**src/rtl/mpe_pkg.sv**
```systemverilog
package mpe_pkg;
  localparam int BYTE_W    = 8;
  localparam int PKT_BYTES = 5;
  localparam int NUM_BTN   = 3;
  localparam int MOT_W     = 16;
  localparam int IDX_W     = $clog2(PKT_BYTES);
  // header with every button released: top bit set, button bits high
  localparam logic [BYTE_W-1:0] HDR_IDLE =
    BYTE_W'((1 << (BYTE_W - 1)) | ((1 << NUM_BTN) - 1));

  typedef logic [BYTE_W-1:0] pbyte_t;
  typedef pbyte_t [PKT_BYTES-1:0] pkt_t;
endpackage

```
**src/rtl/mpe_clamp.sv**
```systemverilog
module mpe_clamp #(
  parameter int IN_W   = 16,
  parameter int OUT_W  = 8,
  parameter bit NEGATE = 1'b0
) (
  input  logic [IN_W-1:0]  din,
  output logic [OUT_W-1:0] dout
);
  localparam int EXT_W = IN_W + 1;
  localparam logic signed [EXT_W-1:0] POS_LIM = EXT_W'((2 ** (OUT_W - 1)) - 1);
  localparam logic signed [EXT_W-1:0] NEG_LIM = -POS_LIM;

  logic signed [EXT_W-1:0] ext;
  logic signed [EXT_W-1:0] val;

  // one extra bit so that negating the most negative input cannot overflow
  assign ext = $signed({din[IN_W-1], din});

  generate
    if (NEGATE) begin : g_neg
      assign val = -ext;
    end else begin : g_pos
      assign val = ext;
    end
  endgenerate

  always_comb begin
    if (val > POS_LIM)      dout = POS_LIM[OUT_W-1:0];
    else if (val < NEG_LIM) dout = NEG_LIM[OUT_W-1:0];
    else                    dout = val[OUT_W-1:0];
  end
endmodule

```
**src/rtl/mpe_hdr.sv**
```systemverilog
module mpe_hdr
  import mpe_pkg::*;
(
  input  logic [NUM_BTN-1:0] btn,
  output pbyte_t             hdr
);
  generate
    for (genvar b = 0; b < BYTE_W; b++) begin : g_bit
      if (b < NUM_BTN) begin : g_btn
        assign hdr[b] = HDR_IDLE[b] & ~btn[b];
      end else begin : g_fix
        assign hdr[b] = HDR_IDLE[b];
      end
    end
  endgenerate
endmodule

```
**src/rtl/mpe_slot.sv**
```systemverilog
module mpe_slot
  import mpe_pkg::*;
(
  input  logic clk,
  input  logic rst,
  input  logic in_valid,
  output logic in_ready,
  input  pkt_t in_pkt,
  output logic out_valid,
  output pkt_t out_pkt,
  input  logic out_take
);
  logic full;
  pkt_t held;

  assign in_ready  = ~full;
  assign out_valid = full;
  assign out_pkt   = held;

  always_ff @(posedge clk) begin
    if (rst) begin
      full <= 1'b0;
      held <= '0;
    end else if (in_valid && !full) begin
      full <= 1'b1;
      held <= in_pkt;
    end else if (out_take) begin
      full <= 1'b0;
    end
  end
endmodule

```
**src/rtl/mpe_seq.sv**
```systemverilog
module mpe_seq
  import mpe_pkg::*;
(
  input  logic   clk,
  input  logic   rst,
  input  logic   load_valid,
  input  pkt_t   load_pkt,
  output logic   load_take,
  output logic   push_valid,
  output pbyte_t push_data,
  input  logic   push_ready
);
  localparam logic [IDX_W-1:0] LAST = IDX_W'(PKT_BYTES - 1);

  logic             busy;
  logic [IDX_W-1:0] idx;
  pkt_t             cur;
  logic             fire;
  logic             last;

  assign fire      = busy && push_ready;
  assign last      = (idx == LAST);
  assign load_take = load_valid && (!busy || (fire && last));
  assign push_valid = busy;

  always_ff @(posedge clk) begin
    if (rst) begin
      busy      <= 1'b0;
      idx       <= '0;
      cur       <= '0;
      push_data <= '0;
    end else if (load_take) begin
      busy      <= 1'b1;
      idx       <= '0;
      cur       <= load_pkt;
      push_data <= load_pkt[0];
    end else if (fire) begin
      if (last) begin
        busy <= 1'b0;
      end else begin
        idx       <= idx + 1'b1;
        push_data <= cur[idx + 1'b1];
      end
    end
  end
endmodule

```
**src/rtl/mouse_pkt_enc.sv**
```systemverilog
module mouse_pkt_enc
  import mpe_pkg::*;
(
  input  logic               clk,
  input  logic               rst,
  input  logic               evt_valid,
  output logic               evt_ready,
  input  logic [MOT_W-1:0]   evt_dx,
  input  logic [MOT_W-1:0]   evt_dy,
  input  logic [NUM_BTN-1:0] evt_btn,
  output logic               push_valid,
  output logic [BYTE_W-1:0]  push_data,
  input  logic               push_ready
);
  pbyte_t hdr_b, x_b, y_b;
  pkt_t   new_pkt, wait_pkt;
  logic   wait_valid, wait_take;

  mpe_hdr i_hdr (.btn(evt_btn), .hdr(hdr_b));

  mpe_clamp #(.IN_W(MOT_W), .OUT_W(BYTE_W), .NEGATE(1'b0)) i_clx (
    .din(evt_dx), .dout(x_b));

  mpe_clamp #(.IN_W(MOT_W), .OUT_W(BYTE_W), .NEGATE(1'b1)) i_cly (
    .din(evt_dy), .dout(y_b));

  assign new_pkt[0] = hdr_b;
  assign new_pkt[1] = x_b;
  assign new_pkt[2] = y_b;
  generate
    for (genvar k = 3; k < PKT_BYTES; k++) begin : g_pad
      assign new_pkt[k] = '0;
    end
  endgenerate

  mpe_slot i_slot (
    .clk(clk), .rst(rst),
    .in_valid(evt_valid), .in_ready(evt_ready), .in_pkt(new_pkt),
    .out_valid(wait_valid), .out_pkt(wait_pkt), .out_take(wait_take));

  mpe_seq i_seq (
    .clk(clk), .rst(rst),
    .load_valid(wait_valid), .load_pkt(wait_pkt), .load_take(wait_take),
    .push_valid(push_valid), .push_data(push_data), .push_ready(push_ready));
endmodule

```
**config.mk**
```make
export PLATFORM = sky130hd
export DESIGN_NAME = mouse_pkt_enc
export DESIGN_NICKNAME = d
export VERILOG_FILES = /design/src/rtl/mpe_pkg.sv /design/src/rtl/mpe_clamp.sv /design/src/rtl/mpe_hdr.sv /design/src/rtl/mpe_slot.sv /design/src/rtl/mpe_seq.sv /design/src/rtl/mouse_pkt_enc.sv
export SDC_FILE = /design/constraint.sdc
export NUM_CORES = 1
export LEC_CHECK = 0
export CAP_MARGIN = 5
export CELL_PAD_IN_SITES_DETAIL_PLACEMENT = 0
export CELL_PAD_IN_SITES_GLOBAL_PLACEMENT = 1
export CORE_ASPECT_RATIO = 1.25
export CORE_MARGIN = 2
export CORE_UTILIZATION = 41
export DETAILED_ROUTE_END_ITERATION = 16
export DONT_BUFFER_PORTS = 1
export PLACE_DENSITY_LB_ADDON = 0.1
export SLEW_MARGIN = 0
export SYNTH_ARGS = -nofsm -noshare
export SYNTH_HDL_FRONTEND = slang
export SYNTH_SLANG_ARGS = --single-unit
```
**constraint.sdc**
```tcl
create_clock -name clk -period 2.6 [get_ports clk]
set_input_delay 0.26 -clock clk [delete_from_list [all_inputs] [get_ports clk]]
set_output_delay 0.26 -clock clk [all_outputs]
set_load 0.02 [all_outputs]
```
==> results of run 1 <==
==> flip-flops by register name, summed over array words and instances (netlist names) <==
register,flops
i_seq.cur,20
i_seq.idx,3
i_seq.push_data,8
i_seq.push_valid,1
i_slot.out_pkt,20
i_slot.out_valid,1
==> worst paths after layout <==
path	cells past startpoint	slack, ps	endpoint	startpoint
setup / recovery	6	380	i_slot.out_pkt[16]	evt_dy[4]
hold / removal	1	10	i_seq.push_data[1]	rst
setup reg to reg	7	420	i_seq.push_data[6]	i_seq.idx[0]
hold reg to reg	2	440	i_seq.cur[13]	i_slot.out_pkt[13]
==> worst reg2reg max path: stages (launching register included) <==
cell and delay, ps:
dfxtp_1 380, inv_1 170, ha_1 200, a21oi_1 140, a21oi_1 830, nor3_1 150, a21oi_1 160, nor2_1 50
==> metal layers <==
metal  track usage, %  wire length, um  vias up
met5                0                0        -
met4             7.12               87        0
met3             3.94              172        6
met2             33.0             3230       37
met1             19.6             2790     1048
li1                 -                -     1213
==> report_power, final <==
group	switching (mW)	total, mW	internal [mW]
sequential	0.0295	0.885	0.855
clock	0.280	0.475	0.195
combinational	0.128	0.216	0.0881
==> cell families (layout without fill, tap and decap cells) <==
group	after synthesis	count (layout)
buffers and inverters	25	29
AO/OA/AOI/OAI	85	85
flip-flops	53	53
multiplexers	10	10
XOR/XNOR	10	10
adder cells (fa/ha/maj)	4	4
AND/OR/NAND/NOR	153	153
==> cell usage in the layout, fill, tap and decap left out, drive strengths merged, types with 5 or more instances in the layout <==
| cell | netlist | routed |
|---|---|---|
| nand2b | 5 | 5 |
| mux2i | 9 | 9 |
| o22ai | 6 | 6 |
| nand2 | 63 | 63 |
| nor3 | 15 | 15 |
| dfxtp | 53 | 53 |
| buf | 6 | 10 |
| a21oi | 44 | 44 |
| nor4 | 7 | 7 |
| nor2 | 35 | 35 |
| inv | 6 | 7 |
| o21ai | 6 | 6 |
| o211ai | 7 | 7 |
| dlygate4sd3 | 0 | 5 |
| clkbuf | 13 | 5 |
| xnor2 | 6 | 6 |
==> area by class of cell <==
class,count,area [um2],share of cell area [%]
multi-input cells,262,1500,51.5
clock inverters,3,25.0,0.861
repair buffers,15,125,4.30
well taps,85,106,3.66
clock buffers,5,68.8,2.37
flip-flops and latches,53,1060,36.5
inverters,6,22.5,0.775
==> stage by stage <==
step / cell area [um2] / worst slack, ps / hold WS [ps] / instances
final: 2910 / 382 / 14.5 / 429
after global routing: 2910 / 171 / 1.82 / 429
after CTS: 2880 / 379 / 0.152 / 426
after detailed placement: 2760 / 48.6 / 337 / 416
after global placement: 2760 / 63.4 / 334 / 416
after floorplan: 2680 / 9.18 / 356 / 340
==> what timing repair did <==
action / 4_1_cts / 5_1_grt
resized for setup: 0 / 0
hold buffers: 2 / 3
hold endpoints to repair: 12 / 7
==> results.md, run 1 <==
- Status: finished clean
- Post-CTS Setup Inserts: 0
- Final Cycle Share: between 80% and 90%
- Die Height: ~94 um
- Syn Nets: about 380
- Cell taking the most area after synthesis: dfxtp_1
- Crit path cell chain: or4_4, or4_4, a2111o_1, a2111o_1, o211ai_2, a21bo_1
- Pre-Repair DR Iteration Count: 4
- IO Port Bufs: 0
- Top-area cell type share of the netlist area: about two fifths
- Crit-path max cell delay: approximately 550 ps
- HPWL Detailed: 4560 um
- CTS tree: done
- Async S/R FF share, synth: 0%
- Final core utilization: between 40% and 50%
- Crit path launch type: input port
- Die ar.: 7180 um2
- Initial antenna violation count: 0
- Unique masters post-synth: between 50 and 60
- Layout fillers: between 600 and 700
- Initial Util: 42.8%
- Total power: 1.58 mW
- Mean Syn Cell Area: slightly below 8 um2
- Clock sinks: 53
- Power Density: 542 nW/um2
- Max Fclk: 451 MHz
- Worst vdd rail ir drop: around 230 uV
- # nets final: between 300 and 400
- Total Neg Setup Slack: 0 ps
- Crit path kind: in -> reg
- Sequential share of the synthesized area: about two fifths
- Clock slew at reported path FFs: 100 ps
- Req. time, crit path: around 2800 ps
- YS warnings: 0
- Clk Latency, worst-skew pair: slightly above 300 ps
- Die Wd: between 70 and 80 um
- First-pass GRT wire length: a little over 10000 um
- CP Capture Type: flip-flop
- Drt drc: 0
- Area contributors post-synth: dfxtp_1 40%, nand2_1 8.8%, a21oi_1 8.2%, nor2_1 4.8%, mux2i_1 3.4%
- Crit-path slowest cell: or4_4
- Post-Synth Simple-Gate Area: between 20% and 30%
- ANT cells: 0
- Layout cells sized above 1: under 10%
- Mux contribution to synthesized area: about 3.8%
- RSZ-0062 raised after global routing: false
- Number of core rows: 32
- WL/cell: 14.6 um
- Tot GR Track Use: around 18%
- Main synth FF type: dfxtp_1
- Fin crit period: 2220 ps
- Top-count cell post-synth: nand2_1
- Cells after Synth: 340
- Final Max Slew Viols: 0
- Core area: 6250 um2
- Complex-gate fraction of the synthesized area: 19.8%
- Max Cap Viol: 0
- Skew final: 13.7 ps
- Largest family of logic cells by synthesized area: simple AND/OR/NAND/NOR gates
- Final hold violations: 0
- Largest net degree at the start of global routing: between 40 and 50
- Crit-path leading delay family: simple AND/OR/NAND/NOR gates
- H-tree Lvls: 2
- Synthesized area: approximately 2700 um2
- Hold Crit Class: in -> reg
- DRT iter0 DRCs: between 90 and 100
- Cts bufs inserted: 5
- Vias: 2304
- Routability cong.: ~0.8
- Critical Path AT: 2440 ps
- I/O pin total: just under 50
- Slew @ Worst Pin: roughly 1000 ps
- CTS Root Cell: clkbuf_8
- EDFF count, synth: 0
- Antenna-violating nets left: 0
- Crit-path max FO: 7
- Max_slew headroom: between 30% and 40%
- Post-synthesis xor/xnor area fraction: under 10%
- Setup-failing EPs final: 0
- Area share of fa/ha/maj cells after synthesis: under 10%
- Vias per cell: between 5 and 6
- CTS max path bufs: 2
- Area Growth Syn to Fin: 8.80%
- GRT overflow: 0
- Leakage: 0.984 nW
- Top cells by count, synth: 63 x nand2_1, 53 x dfxtp_1, 44 x a21oi_1
- Drt total wl: about 6300 um
- Vias in the first global route: approximately 2300
- Worst path bufs/invs: 0
- FF+latch count, synth: 53
Note: power is estimated with default switching activity, not from simulation.
==> run 2, diff against run 1 <==
--- a/config.mk
+++ b/config.mk
@@ -9,7 +9,7 @@
 export CELL_PAD_IN_SITES_DETAIL_PLACEMENT = 0
 export CELL_PAD_IN_SITES_GLOBAL_PLACEMENT = 1
 export CORE_ASPECT_RATIO = 1.25
-export CORE_MARGIN = 2
+export CORE_MARGIN = 3
 export CORE_UTILIZATION = 41
 export DETAILED_ROUTE_END_ITERATION = 16
 export DONT_BUFFER_PORTS = 1
==> run 2 against run 1 <==
  * Sequential share of layout area is 0.19 points lower
  * Die area rose by 4.8%
  * Routed wire length grew 1.3%
  * First-iteration DRC count fell by 6.1%
  * Non-clock buffer count unchanged
  * Worst hold slack got worse by 2.3 ps
  * Register-to-register slack hardly changed
==> results.md, run 2 (synthesis results as in run 1) <==
- First-pass GRT wire length: ~10000 um
- Max_slew headroom: 30.3%
- Placed inst area: around 2800 um2
- Req. time, crit path: approximately 2800 ps
- Commonest non-fill, non-tap cells in the layout: 63 x nand2_1, 53 x dfxtp_1, 44 x a21oi_1
- WL/cell: 14.8 um
- Hold buffer count at CTS: 0
- Skew final: between 10 and 15 ps
- Worst Hold End: i_slot.out_pkt[14]
- Final std cell area, no fill: 2920 um2
- Capturing point of the worst reg2reg path: i_seq.push_data[5]
- Total Neg Setup Slack: 0 ps
- Hold Crit Class: in -> reg
- DRT iter0 DRCs: 93
- Final hold violations: 0
- Cts bufs inserted: 5
- Routability cong.: between 0.7 and 0.8
- Crit-path max cell delay: ~550 ps
- GR Layer Usage met2: between 30% and 40%
- # nets final: between 300 and 400
- Total power: 1.65 mW
- Power Density: 566 nW/um2
- Max Cap Viol: 0
- GR Layer Usage met1: between 10% and 20%
- Initial Util: 42.8%
- Layout cells sized above 1: 7.56%
- Clock slew at reported path FFs: 100 ps
- I/O pin total: 49
- Leakage: 0.995 nW
- DP Cell Count: ~420
- CTS tree: done
- R2R depth: 7
- Grt peak-use layer: met2
- Tot GR Track Use: between 10% and 20%
- R2R setup slack: a little over 400 ps
- Max Fclk: approximately 440 MHz
- RSZ-0062 raised after global routing: false
- Critical R2R Launch: i_seq.idx[0]
- Vias per cell: 5.48
- CTS Root Cell: clkbuf_8
- Crit path launch type: input port
- Crit path kind: in -> reg
- Critical path startpoint: evt_dy[4]
- Pre-Repair DR Iteration Count: 4
- Slew @ Worst Pin: around 1000 ps
- Area Growth Syn to Fin: 9.36%
- Crit path cell chain: or4_4, or4_4, a2111o_1, a2111o_1, o211ai_2, a21bo_1
- Final std cells w/o fill: roughly 430
- IO Port Bufs: 0
- Worst vdd rail ir drop: 228 uV
- Die ar.: roughly 7500 um2
- Crit-path max FO: 7
- Number of core rows: 32
- GRT overflow: 0
- Initial antenna violation count: 0
- Vias: about 2400
- HPWL Detailed: between 4000 and 5000 um
- Drt total wl: around 6400 um
- Die Height: around 96 um
- Die Wd: between 70 and 80 um
- CTS max path bufs: 2
- Crit-path slowest cell: or4_4
- Setup-failing EPs final: 0
- Final core utilization: between 40% and 50%
- Post-CTS Setup Inserts: 0
- Status: finished clean
- H-tree Lvls: 2
- Hold Path Depth: 1
- Vias in the first global route: roughly 2200
- Largest net degree at the start of global routing: 54
- Post-CTS Resized: 0
- CP Capture Type: flip-flop
- Clock sinks: 53
- Clk Latency, worst-skew pair: about 310 ps
- Final Max Slew Viols: 0
- Critical Path AT: 2450 ps
- Commonest non-fill, non-tap cell in the layout: nand2_1
- Met3 usage: between 4 and 5%
- Fin crit period: roughly 2300 ps
- Core area: ~6200 um2
- Antenna-violating nets left: 0
- Drt drc: 0
- ANT cells: 0
- Final Cycle Share: between 80% and 90%
- Hold Path Origin: rst
run 2: cell types whose count changed in the layout (fill, tap and decap cells not counted):
cell	previous run	this run
buf_4	10	11
clkinvlp_4	1	0
inv_6	1	0
dlygate4sd3_1	5	4
bufinv_16	0	1
clkbuf_1	0	1
run 2: stage by stage:
step                      hold WS [ps]  setup WS [ps]
after floorplan                    356           9.18
after global placement             334           61.7
after detailed placement           336           9.83
after CTS                         4.26            339
after global routing              1.42            207
final                             12.2            345
run 2: cell type report:
class | count | area [um2]
fill | 696 | 3320
multi-input combinational | 262 | 1500
sequential | 53 | 1060
timing repair buffer | 15 | 123
tap | 85 | 106
clock buffer | 6 | 72.6
clock inverter | 2 | 38.8
inverter | 6 | 22.5
run 2: per-layer routing:
| layer | part of all wire, % | up-vias |
|---|---|---|
| met2 | 53 | 50 |
| met5 | 0 | - |
| met3 | 4.4 | 9 |
| li1 | - | 1217 |
| met4 | 1.6 | 0 |
| met1 | 41 | 1076 |
run 2: worst max-delay path by stage:
stage          slack [ps]  depth (start not counted)            endpoint
6_report              350                          6  i_slot.out_pkt[16]
5_1_grt               210                          7  i_seq.push_data[6]
4_1_cts               340                          6  i_slot.out_pkt[16]
3_5_place_dp           10                          6  i_slot.out_pkt[16]
3_3_place_gp           60                          6  i_slot.out_pkt[16]
2_1_floorplan           9                          9  i_slot.out_pkt[16]
run 2: worst max-delay path: cells and delay by family:
family / cells / cell delay, ps
and+or+nand+nor: 2 / 1090
AOI/OAI and AO/OA: 4 / 1090
run 2: where the power goes:
part | switching [mW] | internal [mW]
sequential | 0.0308 | 0.855
combinational | 0.125 | 0.0889
clock | 0.265 | 0.289
total | 0.421 | 1.23
